## src/rtl/gpio_bank_pkg.sv

```systemverilog
package gpio_bank_pkg;
  localparam int unsigned REG_AW = 4;

  typedef enum logic [REG_AW-1:0] {
    RA_IN    = 4'd0,
    RA_DIR   = 4'd1,
    RA_OSET  = 4'd2,
    RA_OCLR  = 4'd3,
    RA_ODATA = 4'd4,
    RA_ESET  = 4'd5,
    RA_ECLR  = 4'd6,
    RA_EMASK = 4'd7,
    RA_PEND  = 4'd8,
    RA_TEDGE = 4'd9,
    RA_TBOTH = 4'd10,
    RA_TPOL  = 4'd11
  } reg_addr_e;

  // Event decision for one pin from current and previous synchronised level.
  function automatic logic pin_event(input logic cur, input logic prev,
                                     input logic is_edge, input logic both,
                                     input logic pos);
    logic rise;
    logic fall;
    rise = cur & ~prev;
    fall = ~cur & prev;
    if (is_edge) return both ? (rise | fall) : (pos ? rise : fall);
    return pos ? cur : ~cur;
  endfunction

  // Atomic bit update: ones in set force 1, ones in clr force 0.
  function automatic logic [31:0] set_clr(input logic [31:0] cur,
                                          input logic [31:0] set,
                                          input logic [31:0] clr);
    return (cur | set) & ~clr;
  endfunction
endpackage

```

## src/rtl/gpio_sync.sv

```systemverilog
module gpio_sync #(
  parameter int unsigned W      = 32,
  parameter int unsigned STAGES = 2
) (
  input  logic         clk,
  input  logic         rst_n,
  input  logic [W-1:0] din,
  output logic [W-1:0] dout
);
  logic [W-1:0] stg [STAGES];

  always_ff @(posedge clk or negedge rst_n) begin
    if (!rst_n) begin
      for (int i = 0; i < STAGES; i++) stg[i] <= '0;
    end else begin
      stg[0] <= din;
      for (int i = 1; i < STAGES; i++) stg[i] <= stg[i-1];
    end
  end

  assign dout = stg[STAGES-1];
endmodule

```

## src/rtl/gpio_trigger.sv

```systemverilog
module gpio_trigger
  import gpio_bank_pkg::*;
#(
  parameter int unsigned W = 32
) (
  input  logic         clk,
  input  logic         rst_n,
  input  logic [W-1:0] lvl,
  input  logic [W-1:0] cfg_edge,
  input  logic [W-1:0] cfg_both,
  input  logic [W-1:0] cfg_pos,
  output logic [W-1:0] evt
);
  logic [W-1:0] prev_q;

  always_ff @(posedge clk or negedge rst_n) begin
    if (!rst_n) prev_q <= '0;
    else        prev_q <= lvl;
  end

  for (genvar i = 0; i < W; i++) begin : g_pin
    assign evt[i] = pin_event(lvl[i], prev_q[i], cfg_edge[i], cfg_both[i], cfg_pos[i]);
  end
endmodule

```

## src/rtl/gpio_pending.sv

```systemverilog
module gpio_pending #(
  parameter int unsigned W = 32
) (
  input  logic         clk,
  input  logic         rst_n,
  input  logic [W-1:0] evt,
  input  logic [W-1:0] ack,
  input  logic [W-1:0] en,
  output logic [W-1:0] pend,
  output logic         irq
);
  logic [W-1:0] pend_q;

  always_ff @(posedge clk or negedge rst_n) begin
    if (!rst_n) pend_q <= '0;
    else        pend_q <= (pend_q & ~ack) | evt;
  end

  assign pend = pend_q;
  assign irq  = |(pend_q & en);

  AST_ACK_CLEARS: assert property (@(posedge clk) disable iff (!rst_n)
    (ack != '0) |=> ((pend_q & $past(ack & ~evt)) == '0));
  AST_EVENT_WINS: assert property (@(posedge clk) disable iff (!rst_n)
    (evt != '0) |=> ((pend_q & $past(evt)) == $past(evt)));
  AST_PEND_NEEDS_EVENT: assert property (@(posedge clk) disable iff (!rst_n)
    1'b1 |=> ((pend_q & ~$past(pend_q) & ~$past(evt)) == '0));
endmodule

```

## src/rtl/gpio_irq_bank.sv

```systemverilog
module gpio_irq_bank
  import gpio_bank_pkg::*;
#(
  parameter int unsigned NPINS       = 32,
  parameter int unsigned SYNC_STAGES = 2
) (
  input  logic                    clk,
  input  logic                    rst_n,
  input  logic                    bus_we,
  input  logic [REG_AW-1:0]       bus_addr,
  input  logic [NPINS-1:0]        bus_wdata,
  output logic [NPINS-1:0]        bus_rdata,
  input  logic [NPINS-1:0]        pin_in,
  output logic [NPINS-1:0]        pin_out,
  output logic [NPINS-1:0]        pin_oe,
  output logic                    irq_out
);
  localparam logic [NPINS-1:0] ALL_ONES = {NPINS{1'b1}};

  logic [NPINS-1:0] dir_q, out_q, ie_q, tedge_q, tboth_q, tpol_q;
  logic [NPINS-1:0] sync_lvl, evt, pend, ack;

  gpio_sync #(.W(NPINS), .STAGES(SYNC_STAGES)) u_sync (
    .clk(clk), .rst_n(rst_n), .din(pin_in), .dout(sync_lvl)
  );

  gpio_trigger #(.W(NPINS)) u_trig (
    .clk(clk), .rst_n(rst_n), .lvl(sync_lvl),
    .cfg_edge(tedge_q), .cfg_both(tboth_q), .cfg_pos(tpol_q), .evt(evt)
  );

  assign ack = (bus_we && bus_addr == RA_PEND) ? bus_wdata : '0;

  gpio_pending #(.W(NPINS)) u_pend (
    .clk(clk), .rst_n(rst_n), .evt(evt), .ack(ack), .en(ie_q),
    .pend(pend), .irq(irq_out)
  );

  always_ff @(posedge clk or negedge rst_n) begin
    if (!rst_n) begin
      dir_q   <= '0;
      out_q   <= '0;
      ie_q    <= '0;
      tedge_q <= ALL_ONES;
      tboth_q <= '0;
      tpol_q  <= ALL_ONES;
    end else if (bus_we) begin
      case (bus_addr)
        RA_DIR:   dir_q   <= bus_wdata;
        RA_OSET:  out_q   <= NPINS'(set_clr(32'(out_q), 32'(bus_wdata), 32'd0));
        RA_OCLR:  out_q   <= NPINS'(set_clr(32'(out_q), 32'd0, 32'(bus_wdata)));
        RA_ESET:  ie_q    <= NPINS'(set_clr(32'(ie_q), 32'(bus_wdata), 32'd0));
        RA_ECLR:  ie_q    <= NPINS'(set_clr(32'(ie_q), 32'd0, 32'(bus_wdata)));
        RA_TEDGE: tedge_q <= bus_wdata;
        RA_TBOTH: tboth_q <= bus_wdata;
        RA_TPOL:  tpol_q  <= bus_wdata;
        default: ;
      endcase
    end
  end

  always_comb begin
    case (bus_addr)
      RA_IN:    bus_rdata = sync_lvl;
      RA_DIR:   bus_rdata = dir_q;
      RA_ODATA: bus_rdata = out_q;
      RA_EMASK: bus_rdata = ie_q;
      RA_PEND:  bus_rdata = pend;
      RA_TEDGE: bus_rdata = tedge_q;
      RA_TBOTH: bus_rdata = tboth_q;
      RA_TPOL:  bus_rdata = tpol_q;
      default:  bus_rdata = '0;
    endcase
  end

  assign pin_out = out_q;
  assign pin_oe  = dir_q;

  AST_OUT_SET_TAKES: assert property (@(posedge clk) disable iff (!rst_n)
    (bus_we && bus_addr == RA_OSET) |=> ((pin_out & $past(bus_wdata)) == $past(bus_wdata)));
  AST_OUT_CLR_TAKES: assert property (@(posedge clk) disable iff (!rst_n)
    (bus_we && bus_addr == RA_OCLR) |=> ((pin_out & $past(bus_wdata)) == '0));
  AST_OUT_HOLDS: assert property (@(posedge clk) disable iff (!rst_n)
    !(bus_we && (bus_addr == RA_OSET || bus_addr == RA_OCLR)) |=> $stable(pin_out));
  AST_IRQ_NEEDS_ENABLE: assert property (@(posedge clk) disable iff (!rst_n)
    irq_out |-> (ie_q != '0));
  AST_IRQ_NEEDS_PEND: assert property (@(posedge clk) disable iff (!rst_n)
    irq_out |-> (pend != '0));
endmodule

```

## config.mk

```make
export PLATFORM = sky130hd
export DESIGN_NAME = gpio_irq_bank
export DESIGN_NICKNAME = d
export VERILOG_FILES = /design/src/rtl/gpio_bank_pkg.sv /design/src/rtl/gpio_sync.sv /design/src/rtl/gpio_trigger.sv /design/src/rtl/gpio_pending.sv /design/src/rtl/gpio_irq_bank.sv
export SDC_FILE = /design/constraint.sdc
export NUM_CORES = 1
export LEC_CHECK = 0
export BUFFER_PORTS_ARGS = -buffer_cell sky130_fd_sc_hd__buf_4
export CAP_MARGIN = 15
export CORE_MARGIN = 10
export CORE_UTILIZATION = 47
export CTS_BUF_LIST = sky130_fd_sc_hd__clkbuf_8
export DETAILED_ROUTE_END_ITERATION = 8
export GPL_TIMING_DRIVEN = 0
export HOLD_SLACK_MARGIN = 0.15
export PLACE_DENSITY = 0.7
export SLEW_MARGIN = 5
export SYNTH_ARGS = -nofsm -noshare
export SYNTH_HDL_FRONTEND = slang
export SYNTH_SLANG_ARGS = --single-unit
```

## constraint.sdc

```tcl
create_clock -name clk -period 2.8 [get_ports clk]
set_clock_uncertainty 0.05 [all_clocks]
set_input_delay 0.28 -clock clk [delete_from_list [all_inputs] [get_ports clk]]
set_output_delay 0.28 -clock clk [all_outputs]
set_load 0.005 [all_outputs]
```

==> Word-level counts from Yosys, hierarchy flattened <==
Cells that the tools add are included.
{ "word_totals": {"reg_bits": 320, "in_bits": 71, "output_inout_bits": 97, "elab_cells": 397} }
{ "op_classes": {"n_eq_ne": 11, "n_mux": 196, "bitwise": 169, "reduce_logical": 11} }
{ "op_table": {"columns": ["operator", "n"], "rows": [
  ["$pmux W32 S8", 1],
  ["$mux W1", 192],
  ["$and A32 B32 Y32", 4],
  ["$pmux W32 S2", 2],
  ["$or A32 B32 Y32", 3],
  ["$and A1 B1 Y1", 64],
  ["$not A1 Y1", 64],
  ["$not A32 Y32", 2],
  ["$mux W32", 1],
  ["$or A1 B1 Y1", 32],
  ["$reduce_or A32 Y1", 1],
  ["$eq A4 B3 Y1 const B", 4],
  ["$eq A4 B4 Y1 const B", 4],
  ["$reduce_and A2 Y1", 6],
  ["$eq A4 B2 Y1 const B", 2],
  ["$eq A4 B1 Y1 const B", 1],
  ["$logic_not A4 Y1", 1],
  ["$reduce_bool A2 Y1", 2],
  ["$logic_and A1 B1 Y1", 1]
]} }

==> Longest topological paths before layout <==
Gate-level depths: netlist (run 1).
{ "logic_depth": {"word_depth": 7, "depth_mapped": 6, "mapped_depth_nobuf": 5} }

==> Modules after synthesis <==
A second synthesis (run 1) with hierarchy kept.
{ "hier_totals": {"cells_unflattened": 1330, "hier_area_um2": 16290.6} }
{ "modules_own_cells": {"columns": ["mod", "instances", "cells_per_inst", "area_each_um2", "seq_area_each_um2"], "rows": [
  ["gpio_irq_bank", 1, 797, 9840.7, 4884.7],
  ["gpio_trigger", 1, 320, 3283.1, 800.8],
  ["gpio_sync", 1, 96, 1841.8, 1601.5],
  ["gpio_pending", 1, 117, 1325.0, 800.8]
]} }

==> Worst setup path after synthesis (run 1) <==
OpenSTA, ideal clock, no wires.
{ "synth_timing": {"path_type": "in2out", "start": "input bus_addr[2]", "end": "output bus_rdata[0]", "arrival_ns": 1.332, "required_ns": 2.470, "slack_ns": 1.138, "cell_stages": 5, "path_buffers": 2, "cell_sequence": "buf_2 > nor4b_4 > clkbuf_1 > a222oi_1 > nand3_1"} }
{ "synth_via": {"elab_chain_cells": 2, "elab_cells_between_ends": 9, "classes_between": "eq/ne (7); mux (1); reduce/logical (1)"} }
{ "synth_rtl": {"columns": ["item", "line", "rtl"], "rows": [
  ["start: declaration", "gpio_irq_bank.sv:10", "input logic [REG_AW-1:0] bus_addr,"],
  ["$eq A4 B4 Y1, or another cell as far along", "gpio_irq_bank.sv:63", "case (bus_addr)"],
  ["$pmux W32 S8 *", "gpio_irq_bank.sv:63", null],
  ["end: declaration", "gpio_irq_bank.sv:12", "output logic [NPINS-1:0] bus_rdata,"]
]} }
Every way passes the cells marked *; elsewhere a longest branch is shown, timed or not.

==> Worst setup path after layout (run 1) <==
Ends and elaborated chain as after synthesis.

==> impl_metrics.toml, run 1 <==
[detailed_routing]
detail_route.wl_per_cell_um = 23.1
wirelength_um = 45900
dr_wl_met2_um = 21300
top_layer_used = "met5"
drt_pass1_iterations = 6
drc = 0
via_per_inst = 5.83
met1_length_um = 19200
ant_nets = 0
wl_met3_um = 3850
num_vias = 11600
dr.first_iter.drc_count = 1234

[setup_path]
critPathMostFrequentCell = "buf_4"
r2r-end = "u_pend.pend[20]$_DFF_PN0_"
cp_max_fo = 10
critPathBufInv = 4
start_kind = "input port"
cpLargestDelayFamily = "buffers and inverters"
worst_path_max_delay_cell = "nor4b_4"
critical_path_class = "input port to primary output"
crit_chain = "buf_4 -> buf_2 -> nor4b_4 -> clkbuf_1 -> a222oi_1 -> nand3_1 -> buf_4"
cp.required_ns = 2.47
r2r_start = "u_sync.dout[20]$_DFF_PN0_"
crit_path_max_incr_delay_ns = 0.70
reg2reg_depth = 5
r2r_setup_slack_ns = 1.28
crit_path_end_kind = "primary output"
worstPathArrival_ns = 2.39

[yosys]
synthArstFlopShare_pct = 100
synth_cells = 1236
synthTopCellsByArea = "dfrtp_1, dfstp_2, mux2_4, mux2_2, ha_1"
synth.avg_cell_area_um2 = 12.5
ys_warn_count = 0
synth_common_cells = "dfrtp_1, mux2_2, a31oi_1, inv_1, mux2_4"
synth.distinct_cells = 38
synth_area_um2 = 15500
synth_area_leader_cell = "dfrtp_1"
synth_nets = 1371
yosysMostFrequentCell = "dfrtp_1"
synth_top_cell_area_share_pct = 41.3
synth_seq_cells = 320
synth_edf_count = 0
synthFlopType = "dfrtp_1"
yosysSeqAreaShare_pct = 52.2

[clock_tree]
cts_setup_buffers = 0
cts_buffers = 54
cts_tree = "yes"
clk_latency_ns = 0.59
cts_max_path_buffers = 3
htree_levels = 2
cts.clk_slew.worst_paths_ns = 0.06
cts_sinks = 320
clockRootBuffer = "clkbuf_8"

[power]
clockPowerShare_pct = 33.5
swShare_pct = 28.1
powerDensity_nw_per_um2 = 692
p_int_uw = 9470
peakVddDrop_v = 0.000471
switching_power_uw = 3710
pwr-share-seq_pct = 48.1
combPwrFrac_pct = 18.5
cellLeakagePower_uw = 0.00904

[grt]
grt_first_pass_wirelength_um = 71300
grt_pass1_vias = 12200
grt_max_degree = 104
grt_antenna_before_repair = 3
gr-total-overflow = 0
grt_use_total_pct = 22.0

[cells_and_area]
area_growth_pct = 22.8
layout.cells.non_filler = 1987
nNetsFinal = 1633
fin_util_pct = 58.5
drive_gt1_share_pct = 34.6

[floorplanning]
die-area_um2 = 40700
rows = 66
fp.coreArea_um2 = 32500
die_y_um = 202
io_pins = 168
die_width_um = 202
initial_utilization_pct = 47.7

[status]
run_status = "completed"

[timing]
worstMarginPinSlew_ns = 0.757
setup_tns_ns = 0
fmax_ghz = 0.368
setup_viol = 0
rsz0062_at_grt = "false"
slew_viol_final = 0
hold_violations = 0
fin_crit_ns = 2.72
timing.slew.headroom_pct = 49.5
fin_crit_sh_pct = 97.0

[worst_hold_path]
hold_class = "input port to asynchronous set/reset pin"

[placed_design]
detailed_place_hpwl_um = 31000
io_buffers = 135
dpl.cell_count = 1816
place_congestion = 0.912

[job]
maxCapViolCount = 0
==> layout make-up <==
cell class	instances	area (µm²)
Multi-Input combinational cell	712	6510
Antenna cell	1	2.50
Fill cell	2726	13500
Clock buffer	77	1060
Inverter	96	360
Sequential cell	320	8090
Timing Repair Buffer	206	1790
Tap cell	442	553
Clock inverter	25	123
Buffer	108	561
==> metrics by stage <==
step	power [µW]	hold WS [ns]	instance area, µm²	worst slack, ns
after floorplan	7570	-0.0656	15500	1.14
after global placement	8620	0.281	17100	-1.57
after detailed placement	8740	0.148	17200	-0.0244
after CTS	13300	0.192	19000	0.0993
after global routing	13800	0.199	19000	0.0305
final	13200	0.223	19000	0.0828
==> power groups by stage <==
stage | logic, µW | clock network [µW] | registers, µW
3_5_place_dp | 2360 | 0 | 6380
2_1_floorplan | 1440 | 0 | 6130
6_report | 2430 | 4410 | 6340
5_1_grt | 2670 | 4700 | 6430
3_3_place_gp | 2270 | 0 | 6350
4_1_cts | 2460 | 4500 | 6310
==> cell families after synthesis <==
| family | Yosys count | synth area share, % |
|---|---|---|
| compound gates | 304 | 14.2 |
| flops | 320 | 52.2 |
| buf+inv | 204 | 5.93 |
| simple gates | 119 | 4.53 |
| xor+xnor | 33 | 1.91 |
| fa+ha+maj | 64 | 5.16 |
| mux | 192 | 16.1 |
==> timing repair <==
action                                  CTS  global route
hold buffers                             68             0
pin swaps                                 0             0
endpoints found under the setup margin    8             6
endpoints found under the hold margin   271             0
gates cloned                              0             0
resized for setup                         1             2
==> how the worst max path moves through the flow <==
stage | slack [ns] | from | end | cells past startpoint
final | 0.08 | bus_addr[2] | bus_rdata[0] | 7
after global routing | 0.03 | bus_addr[2] | bus_rdata[24] | 7
after CTS | 0.1 | bus_addr[2] | bus_rdata[9] | 7
after detailed placement | -0.02 | bus_addr[3] | bus_rdata[0] | 7
after global placement | -1.57 | rst_n | u_sync.dout[8]$_DFF_PN0_ | 1
after floorplan | 1.14 | bus_addr[2] | bus_rdata[0] | 5
==> layout by cell type (no fill, tap or decap), types with 56 or more instances in the layout <==
| cell type | n |
|---|---|
| dfrtp_1 | 256 |
| buf_4 | 138 |
| inv_1 | 118 |
| mux2_2 | 100 |
| a31oi_1 | 96 |
| mux2_4 | 90 |
| a22oi_1 | 80 |
| clkbuf_8 | 77 |
| dlygate4sd3_1 | 67 |
| ha_1 | 64 |
| dfstp_2 | 64 |
| clkbuf_1 | 56 |
==> metal layers <==
layer | vias to the layer above | global-route usage, %
met1 | 5842 | 28.3
met4 | 4 | 8.32
met5 | - | 0
met2 | 512 | 34.8
li1 | 5130 | -
met3 | 102 | 6.22
(Power assumes the default switching activity.)
==> inputs of run 2 (changes only) <==
--- a/config.mk
+++ b/config.mk
@@ -8,12 +8,12 @@
 export BUFFER_PORTS_ARGS = -buffer_cell sky130_fd_sc_hd__buf_4
 export CAP_MARGIN = 15
 export CORE_MARGIN = 10
-export CORE_UTILIZATION = 47
+export CORE_UTILIZATION = 35
 export CTS_BUF_LIST = sky130_fd_sc_hd__clkbuf_8
 export DETAILED_ROUTE_END_ITERATION = 8
 export GPL_TIMING_DRIVEN = 0
 export HOLD_SLACK_MARGIN = 0.15
-export PLACE_DENSITY = 0.7
+export PLACE_DENSITY = 0.56
 export SLEW_MARGIN = 5
 export SYNTH_ARGS = -nofsm -noshare
 export SYNTH_HDL_FRONTEND = slang
==> run 2 against run 1 <==
Against the previous run: clock-buffer cell count decreased by 1; via count decreased by 0.13%; die area increased by 31%; final area increased by 1.2%; critical path depth unchanged; setup slack got worse by 0.027 ns; hold slack got worse by 0.035 ns; fmax decreased by 0.99%; sequential cell count unchanged; non-clock buffer count increased by 2; first-iteration DRC count decreased by 17%; critical path type unchanged; critical endpoint is now bus_rdata[30].
==> impl_metrics.toml, run 2 (synthesis gave the netlist of run 1 again) <==
[timing]
worstMarginPinSlew_ns = 0.873
timing.slew.headroom_pct = 41.8
rsz0062_at_grt = "false"
hold_slack_ns = 0.187
fin_crit_ns = 2.74
hold_violations = 0
setup_viol = 0
fin_crit_sh_pct = 98.0
slew_viol_final = 0
fmax_ghz = 0.364

[job]
maxCapViolCount = 0

[detailed_routing]
drt_pass1_iterations = 9
num_vias = 11600
wirelength_um = 49400
via_per_inst = 5.39
ant_nets = 0
detail_route.wl_per_cell_um = 23.0
dr.first_iter.drc_count = 1024
drc = 0

[clock_tree]
clockRootBuffer = "clkbuf_8"
cts_sinks = 320
clk_latency_ns = 0.66
cts_setup_buffers = 0
htree_levels = 2
cts_max_path_buffers = 3
cts.clk_slew.worst_paths_ns = 0.05
cts_tree = "yes"
cts_buffers = 59

[floorplanning]
die-area_um2 = 53100
rows = 77
fp.coreArea_um2 = 44000
die_width_um = 231
die_y_um = 231
initial_utilization_pct = 35.2
io_pins = 168

[power]
combPwrFrac_pct = 18.2
pwr-share-seq_pct = 47.6
p_int_uw = 9460
clockPowerShare_pct = 34.2
p_total_uw = 13400
cellLeakagePower_uw = 0.00907
switching_power_uw = 3900
peakVddDrop_v = 0.000437
powerDensity_nw_per_um2 = 693
swShare_pct = 29.2

[grt]
grt_use_total_pct = 18.2
grt_max_degree = 90
grt_antenna_before_repair = 4
grt_pass1_vias = 12000
gr-total-overflow = 0
grt_first_pass_wirelength_um = 74800

[cells_and_area]
post-route-cell-area_um2 = 19300
area_growth_pct = 24.3
multi_input_area_um2 = 6510
nNetsFinal = 1640
final_common_cell = "dfrtp_1"
fillers = 4102
seq_area_um2 = 8090
final_cell_mix = "dfrtp_1, buf_4, inv_1, mux2_2, a31oi_1"
drive_gt1_share_pct = 34.6

[placed_design]
detailed_place_hpwl_um = 33300
place_congestion = 0.863
io_buffers = 135
place_area_um2 = 17400

[setup_path]
start_kind = "input port"
worstPathArrival_ns = 2.41
cp.required_ns = 2.47
cp_max_fo = 10
crit_path_end_kind = "primary output"
critical_path_class = "input port to primary output"

[status]
run_status = "completed"

[worst_hold_path]
hold_class = "input port to asynchronous set/reset pin"
## run 2: stage by stage
step	utilization (%)	worst slack (ns)	std cells	setup TNS (ns)
after CTS	43.8	0.0285	2145	0
after detailed placement	39.4	-0.0658	1966	-0.398
final	43.8	0.0555	2147	0
after floorplan	-	1.14	1236	0
after global routing	43.8	0.0325	2147	0
after global placement	39.2	-1.71	1963	-466.52
## run 2: power by group through the flow
stage	sequential, µW	clock (µW)	combinational [µW]
floorplan	6130	0	1440
global placement	6400	0	2310
detailed placement	6410	0	2370
CTS	6340	4700	2460
global route	6460	4960	2670
finish	6360	4580	2430
## run 2: path summary, 6_finish.rpt
| path | start | endpoint | slack, ns | depth (start not counted) |
|---|---|---|---|---|
| min reg2reg | u_sync.stg[61]$_DFF_PN0_ | u_sync.dout[29]$_DFF_PN0_ | 0.29 | 0 |
| max | bus_addr[2] | bus_rdata[30] | 0.06 | 7 |
| min | rst_n | pin_oe[5]$_DFFE_PN0P_ | 0.19 | 2 |
| max in group asynchronous | rst_n | tpol_q[29]$_DFFE_PN1P_ | 1.28 | 4 |
| min in group clk | bus_addr[0] | u_pend.pend[31]$_DFF_PN0_ | 0.21 | 4 |
| max reg2reg | u_sync.dout[20]$_DFF_PN0_ | u_pend.pend[20]$_DFF_PN0_ | 1.25 | 5 |
## run 2: worst max-delay path, stage by stage
cell      delay, ns
buf_4          0.12
buf_2          0.18
nor4b_4        0.64
clkbuf_1       0.67
a222oi_1       0.16
nand3_1        0.22
buf_4          0.15
## run 2: routing by layer
metal / part of all wire (%) / track usage (%)
met1: 42 / 23.6
met2: 45 / 27.9
met3: 9.2 / 6.01
met4: 3.4 / 6.89
met5: 0.053 / 0
## run 2: layout make-up
| cell class | instances | share of cell area [%] |
|---|---|---|
| antenna | 2 | 0.0260 |
| buffer | 108 | 2.91 |
| clock buffer | 76 | 5.42 |
| clock inverter | 33 | 0.863 |
| inverter | 96 | 1.87 |
| multi-input combinational | 712 | 33.8 |
| sequential | 320 | 41.9 |
| tap | 592 | 3.84 |
| timing repair buffer | 208 | 9.36 |
## run 2: repair_timing
item / in CTS / in global routing
hold buffers: 70 / 0
pin swaps: 0 / 0
gates cloned: 0 / 0
resized for setup: 1 / 3
hold endpoints to repair: 349 / 0
setup endpoints to repair: 17 / 4
